[src/rtl/eisc_pkg.sv]
package eisc_pkg;
    typedef enum logic [1:0] {
        SENSE_LOW  = 2'b00,
        SENSE_ANY  = 2'b01,
        SENSE_FALL = 2'b10,
        SENSE_RISE = 2'b11
    } sense_e;
endpackage

[src/rtl/eisc_sync.sv]
module eisc_sync #(
    parameter int WIDTH = 2
) (
    input  logic             clk,
    input  logic             rst_n,
    input  logic [WIDTH-1:0] pin_i,
    output logic [WIDTH-1:0] lvl_o,
    output logic [WIDTH-1:0] prev_o
);
    typedef struct packed {
        logic [WIDTH-1:0] meta;
        logic [WIDTH-1:0] stable;
        logic [WIDTH-1:0] hist;
    } sync_t;

    sync_t sync_d, sync_q;

    always_comb begin
        sync_d        = sync_q;
        sync_d.meta   = pin_i;
        sync_d.stable = sync_q.meta;
        sync_d.hist   = sync_q.stable;
    end

    always_ff @(posedge clk or negedge rst_n) begin
        if (!rst_n) sync_q <= '0;
        else        sync_q <= sync_d;
    end

    assign lvl_o  = sync_q.stable;
    assign prev_o = sync_q.hist;
endmodule

[src/rtl/eisc_sense.sv]
module eisc_sense
    import eisc_pkg::*;
(
    input  logic   clk,
    input  logic   rst_n,
    input  logic   lvl_i,
    input  logic   prev_i,
    input  sense_e mode_i,
    input  logic   clr_i,
    output logic   pend_o,
    output logic   flag_o
);
    typedef struct packed {
        logic flag;
    } sense_t;

    sense_t st_d, st_q;
    logic   evt;

    always_comb begin
        unique case (mode_i)
            SENSE_ANY:  evt = lvl_i ^ prev_i;
            SENSE_FALL: evt = prev_i & ~lvl_i;
            SENSE_RISE: evt = lvl_i & ~prev_i;
            default:    evt = 1'b0;
        endcase
    end

    always_comb begin
        st_d = st_q;
        if (mode_i == SENSE_LOW) st_d.flag = 1'b0;
        else if (evt)            st_d.flag = 1'b1;
        else if (clr_i)          st_d.flag = 1'b0;
    end

    always_ff @(posedge clk or negedge rst_n) begin
        if (!rst_n) st_q <= '0;
        else        st_q <= st_d;
    end

    assign pend_o = (mode_i == SENSE_LOW) ? ~lvl_i : st_q.flag;
    assign flag_o = (mode_i == SENSE_LOW) ? 1'b0   : st_q.flag;

    assert_level_no_flag_R3: assert property (@(posedge clk) disable iff (!rst_n)
        (mode_i == SENSE_LOW) |=> !st_q.flag);
    assert_fall_sets_R5: assert property (@(posedge clk) disable iff (!rst_n)
        (mode_i == SENSE_FALL && prev_i && !lvl_i) |=> st_q.flag);
    assert_rise_sets_R6: assert property (@(posedge clk) disable iff (!rst_n)
        (mode_i == SENSE_RISE && lvl_i && !prev_i) |=> st_q.flag);
    assert_clear_works_R8: assert property (@(posedge clk) disable iff (!rst_n)
        (clr_i && (lvl_i == prev_i)) |=> !st_q.flag);
endmodule

[src/rtl/eisc_prio.sv]
module eisc_prio #(
    parameter int WIDTH = 2
) (
    input  logic [WIDTH-1:0] req_i,
    output logic [WIDTH-1:0] grant_o
);
    always_comb begin
        logic found;
        found   = 1'b0;
        grant_o = '0;
        for (int i = 0; i < WIDTH; i++) begin
            if (req_i[i] && !found) begin
                grant_o[i] = 1'b1;
                found      = 1'b1;
            end
        end
    end

    always_comb begin
        assert_grant_onehot_R10: assert ($onehot0(grant_o));
        assert_grant_in_req_R10: assert ((grant_o & ~req_i) == '0);
    end
endmodule

[src/rtl/eisc_top.sv]
module eisc_top
    import eisc_pkg::*;
#(
    parameter int NUM_SRC = 2
) (
    input  logic                   clk,
    input  logic                   rst_n,
    input  logic [NUM_SRC-1:0]     pin_i,
    input  logic                   gie_i,
    input  logic                   wr_en_i,
    input  logic                   wr_addr_i,
    input  logic [3*NUM_SRC-1:0]   wr_data_i,
    input  logic [NUM_SRC-1:0]     ack_i,
    output logic [NUM_SRC-1:0]     irq_o,
    output logic [NUM_SRC-1:0]     grant_o,
    output logic [3*NUM_SRC-1:0]   ctrl_o,
    output logic [NUM_SRC-1:0]     flag_o
);
    localparam int MODE_W = 2;
    localparam int CTRL_W = NUM_SRC * (1 + MODE_W);

    typedef struct packed {
        logic [CTRL_W-1:0] ctrl;
    } regs_t;

    regs_t regs_d, regs_q;

    logic [NUM_SRC-1:0] lvl, prev, pend, flags, clr, sw_clr, en;

    always_comb begin
        regs_d = regs_q;
        if (wr_en_i && !wr_addr_i) regs_d.ctrl = wr_data_i;
    end

    always_ff @(posedge clk or negedge rst_n) begin
        if (!rst_n) regs_q <= '0;
        else        regs_q <= regs_d;
    end

    assign en     = regs_q.ctrl[NUM_SRC-1:0];
    assign sw_clr = (wr_en_i && wr_addr_i) ? wr_data_i[NUM_SRC-1:0] : '0;

    eisc_sync #(.WIDTH(NUM_SRC)) u_sync (
        .clk    (clk),
        .rst_n  (rst_n),
        .pin_i  (pin_i),
        .lvl_o  (lvl),
        .prev_o (prev)
    );

    for (genvar i = 0; i < NUM_SRC; i++) begin : g_src
        assign clr[i] = sw_clr[i] | (ack_i[i] & grant_o[i]);

        eisc_sense u_sense (
            .clk    (clk),
            .rst_n  (rst_n),
            .lvl_i  (lvl[i]),
            .prev_i (prev[i]),
            .mode_i (sense_e'(regs_q.ctrl[NUM_SRC + MODE_W*i +: MODE_W])),
            .clr_i  (clr[i]),
            .pend_o (pend[i]),
            .flag_o (flags[i])
        );

        assert_ack_other_ignored_R9: assert property (@(posedge clk) disable iff (!rst_n)
            (ack_i[i] && !grant_o[i] && flags[i] && !wr_en_i) |=> flags[i]);
    end

    assign irq_o  = en & pend & {NUM_SRC{gie_i}};
    assign ctrl_o = regs_q.ctrl;
    assign flag_o = flags;

    eisc_prio #(.WIDTH(NUM_SRC)) u_prio (
        .req_i   (irq_o),
        .grant_o (grant_o)
    );

    assert_gie_gates_R7: assert property (@(posedge clk) disable iff (!rst_n)
        !gie_i |-> (irq_o == '0 && grant_o == '0));
    assert_ctrl_write_R2: assert property (@(posedge clk) disable iff (!rst_n)
        (wr_en_i && !wr_addr_i) |=> (ctrl_o == $past(wr_data_i)));
endmodule

[config.mk]
export PLATFORM = sky130hd
export DESIGN_NAME = eisc_top
export DESIGN_NICKNAME = d
export VERILOG_FILES = /design/src/rtl/eisc_pkg.sv /design/src/rtl/eisc_sync.sv /design/src/rtl/eisc_sense.sv /design/src/rtl/eisc_prio.sv /design/src/rtl/eisc_top.sv
export SDC_FILE = /design/constraint.sdc
export NUM_CORES = 1
export LEC_CHECK = 0
export ABC_AREA = 1
export BUFFER_PORTS_ARGS = -buffer_cell sky130_fd_sc_hd__buf_2
export CORE_MARGIN = 2
export CORE_UTILIZATION = 35
export CTS_CLUSTER_SIZE = 40
export DETAILED_ROUTE_END_ITERATION = 8
export SLEW_MARGIN = 0
export SYNTH_ARGS = -nofsm -noshare
export SYNTH_HDL_FRONTEND = slang
export SYNTH_SLANG_ARGS = --single-unit
[constraint.sdc]
create_clock -name clk -period 1.1 [get_ports clk]
set_input_delay 0.22 -clock clk [delete_from_list [all_inputs] [get_ports clk]]
set_output_delay 0.22 -clock clk [all_outputs]
set_load 0.03 [all_outputs]
==> impl_metrics.toml <==
[run_status]
outcome = "finished with violations"
violations = "setup timing"

[detailed_routing]
routed_wl_um = 1750
drcViolationCount = 0
avgRoutedWirePerCell_um = 11.7
first_pass_iters = 4
vias_per_cell = 4.45
drt_iter0_markers = 3
drtAntennaViolNets = 0
vias = 668

[sta]
finalHoldViolCount = 0
max_slew_margin_pct = 79.5
worst_slack_ns = -0.478
rsz0062_at_grt = "yes"
worstMarginPinSlew_ns = 0.308
fmax_mhz = 634
skew_ns = 0.00600
whs_ns = 0.0366
min_period_over_period_pct = 143
period_needed_ns = 1.58
setup_viol = 14
slew_viol_final = 0

[logic_synthesis]
yosysTopAreaCell = "dfrtp_1"
synthesis.area_um2 = 663
syn_nets = 89
synth_cell_type_count = 17
synthFlopType = "dfrtp_1"
yosys_warnings = 0
synthMostInstantiatedCell = "dfrtp_1"
synth-edff-count = 0
synth_area_leaders = "dfrtp_1, ha_1, nand2_1"
yosysTopAreaCellShare_pct = 52.8
yosysSeqAreaShare_pct = 52.8
yosys-top-cells-count = "dfrtp_1, nand2_1, inv_1, nand3_1, nor2_1"
avgSynthCellArea_um2 = 9.47
ys_seq_elements = 14
synthArstFlopShare_pct = 100
synthCells = 70

[power]
p_comb_share_pct = 46.8
power.density_nw_per_um2 = 1530
p_seq_share_pct = 33.4
netSwitchingFraction_pct = 34.4
clockPowerShare_pct = 19.8
internal_power_w = 0.00124
p_switching_w = 0.000651
ir_drop_mv = 1.10
leakage_nw = 0.635
p_total_w = 0.00189

[worst_setup_path]
path_max_fanout = 3
crit_type = "flip-flop to output pin"
cp-end-kind = "output pin"
cp-start-kind = "flip-flop"
crit_required_ns = 0.88
arrival_ns = 1.36
rrSetupSlack_ns = -0.10

[cells_and_area]
layout-drive-gt1-share_pct = 67.2
syn2layout_area_growth_pct = 86.2
final_cells = 150
antenna_cells = 0
fin_nets = 145
nFillCells = 129
fin_util_pct = 70.8

[min_path]
hp-class = "input port to flip-flop"

[cts]
htree_num_levels = 1
cts_tree = "built"
cts.clk_slew.worst_paths_ns = 0.09
cts_buffer_depth = 2
numCtsBuffers = 3
cts_sinks = 14
cts_root_buf = "clkbuf_4"
clk-insertion-delay-late_ns = 0.28

[grt]
gr-total-overflow = 0
antenna_found_initial = 0
grt_pass1_wl_um = 2450
grt_start_max_net_pins = 15
grt_pass1_vias = 621
grt_use_total_pct = 16.3

[die]
io_pins = 27
core_area_um2 = 1750
die_y_um = 47.5
die-area_um2 = 2260
row_count = 15
fp.dieW_um = 47.5
start_util_pct = 38.0

[placed_design]
io_buffers = 26
hpwl_um = 1080
globalplace.congestion = 0.751
dp_cells = 134
dp_slack_ns = -0.189

[flow_run]
maxCapViolCount = 0
## area by class of cell
type	instances	area [um^2]	area share (%)
multi-input combinational	41	315	25.5
clock buffer	4	36.3	2.94
sequential	14	355	28.8
timing repair buffer	54	449	36.4
inverter	12	47.5	3.85
tap	25	31.3	2.53
## placed cells by master, fill, tap and decap left out, drive strengths merged
cell type	instances
buf	53
dfrtp	14
inv	12
nand2	12
nand3	6
nor2	5
o21ai	4
a21oi	4
ha	4
clkbuf	4
mux2	3
and2	1
o221ai	1
a31oi	1
dlygate4sd3	1
## metrics by stage
stage          area [um^2]  setup TNS (ns)
6_report              1230           -3.51
3_3_place_gp           953          -0.742
2_1_floorplan          698          -0.809
4_1_cts               1190           -3.40
3_5_place_dp           953          -0.837
5_1_grt               1230           -3.98
## power groups by stage
stage | Sequential [W] | Combinational [W] | Clock [W]
global placement | 0.000625 | 0.000602 | 0
detailed placement | 0.000628 | 0.000609 | 0
finish | 0.000630 | 0.000885 | 0.000374
global route | 0.000636 | 0.000955 | 0.000388
CTS | 0.000624 | 0.000819 | 0.000376
floorplan | 0.000694 | 0.000330 | 0
## registers in the layout (all words and copies together) (netlist names)
register	count
ctrl_o	6
g_src.u_sense.st_q	2
u_sync.lvl_o	2
u_sync.prev_o	2
u_sync.sync_d	2
## cells by family after synthesis
group	count (synthesis)	share of synthesized area, %
AND/OR/NAND/NOR	24	15.5
adder cells (fa/ha/maj)	4	7.55
AO/OA/AOI/OAI	10	8.87
multiplexers	3	5.09
flip-flops	14	52.8
buffers and inverters	15	10.2
## what timing repair did
| item | CTS | global route |
|---|---|---|
| hold buffers | 1 | 0 |
| resized for setup | 32 | 14 |
| pin swaps | 6 | 9 |
| setup buffers | 12 | 12 |
| endpoints found under the hold margin | 14 | 0 |
| setup endpoints to repair | 14 | 14 |
## worst max-delay path, stage by stage (launching register included)
cell,delay [ns]
dfrtp_2,0.44
o21ai_2,0.18
nand2_2,0.09
nand2_2,0.10
and2_4,0.15
buf_6,0.12
## worst paths after layout
kind                                  start               endpoint  cells past startpoint
max                               ctrl_o[3]             grant_o[1]                      5
min                                pin_i[1]       u_sync.sync_d[3]                      1
max reg2reg                 u_sync.lvl_o[1]  g_src[1].u_sense.st_q                      5
min reg2reg                u_sync.sync_d[3]        u_sync.lvl_o[1]                      0
max in group asynchronous             rst_n              ctrl_o[3]                      2
min in group asynchronous             rst_n       u_sync.sync_d[3]                      2
## routing by layer
layer	up-vias	track usage [%]	part of all wire, %
met5	-	0	0
met1	307	17.7	41
met3	2	2.64	5.4
met4	0	8.33	0.57
li1	335	-	-
met2	24	30.3	53
Note: power is estimated with default switching activity, not from simulation.
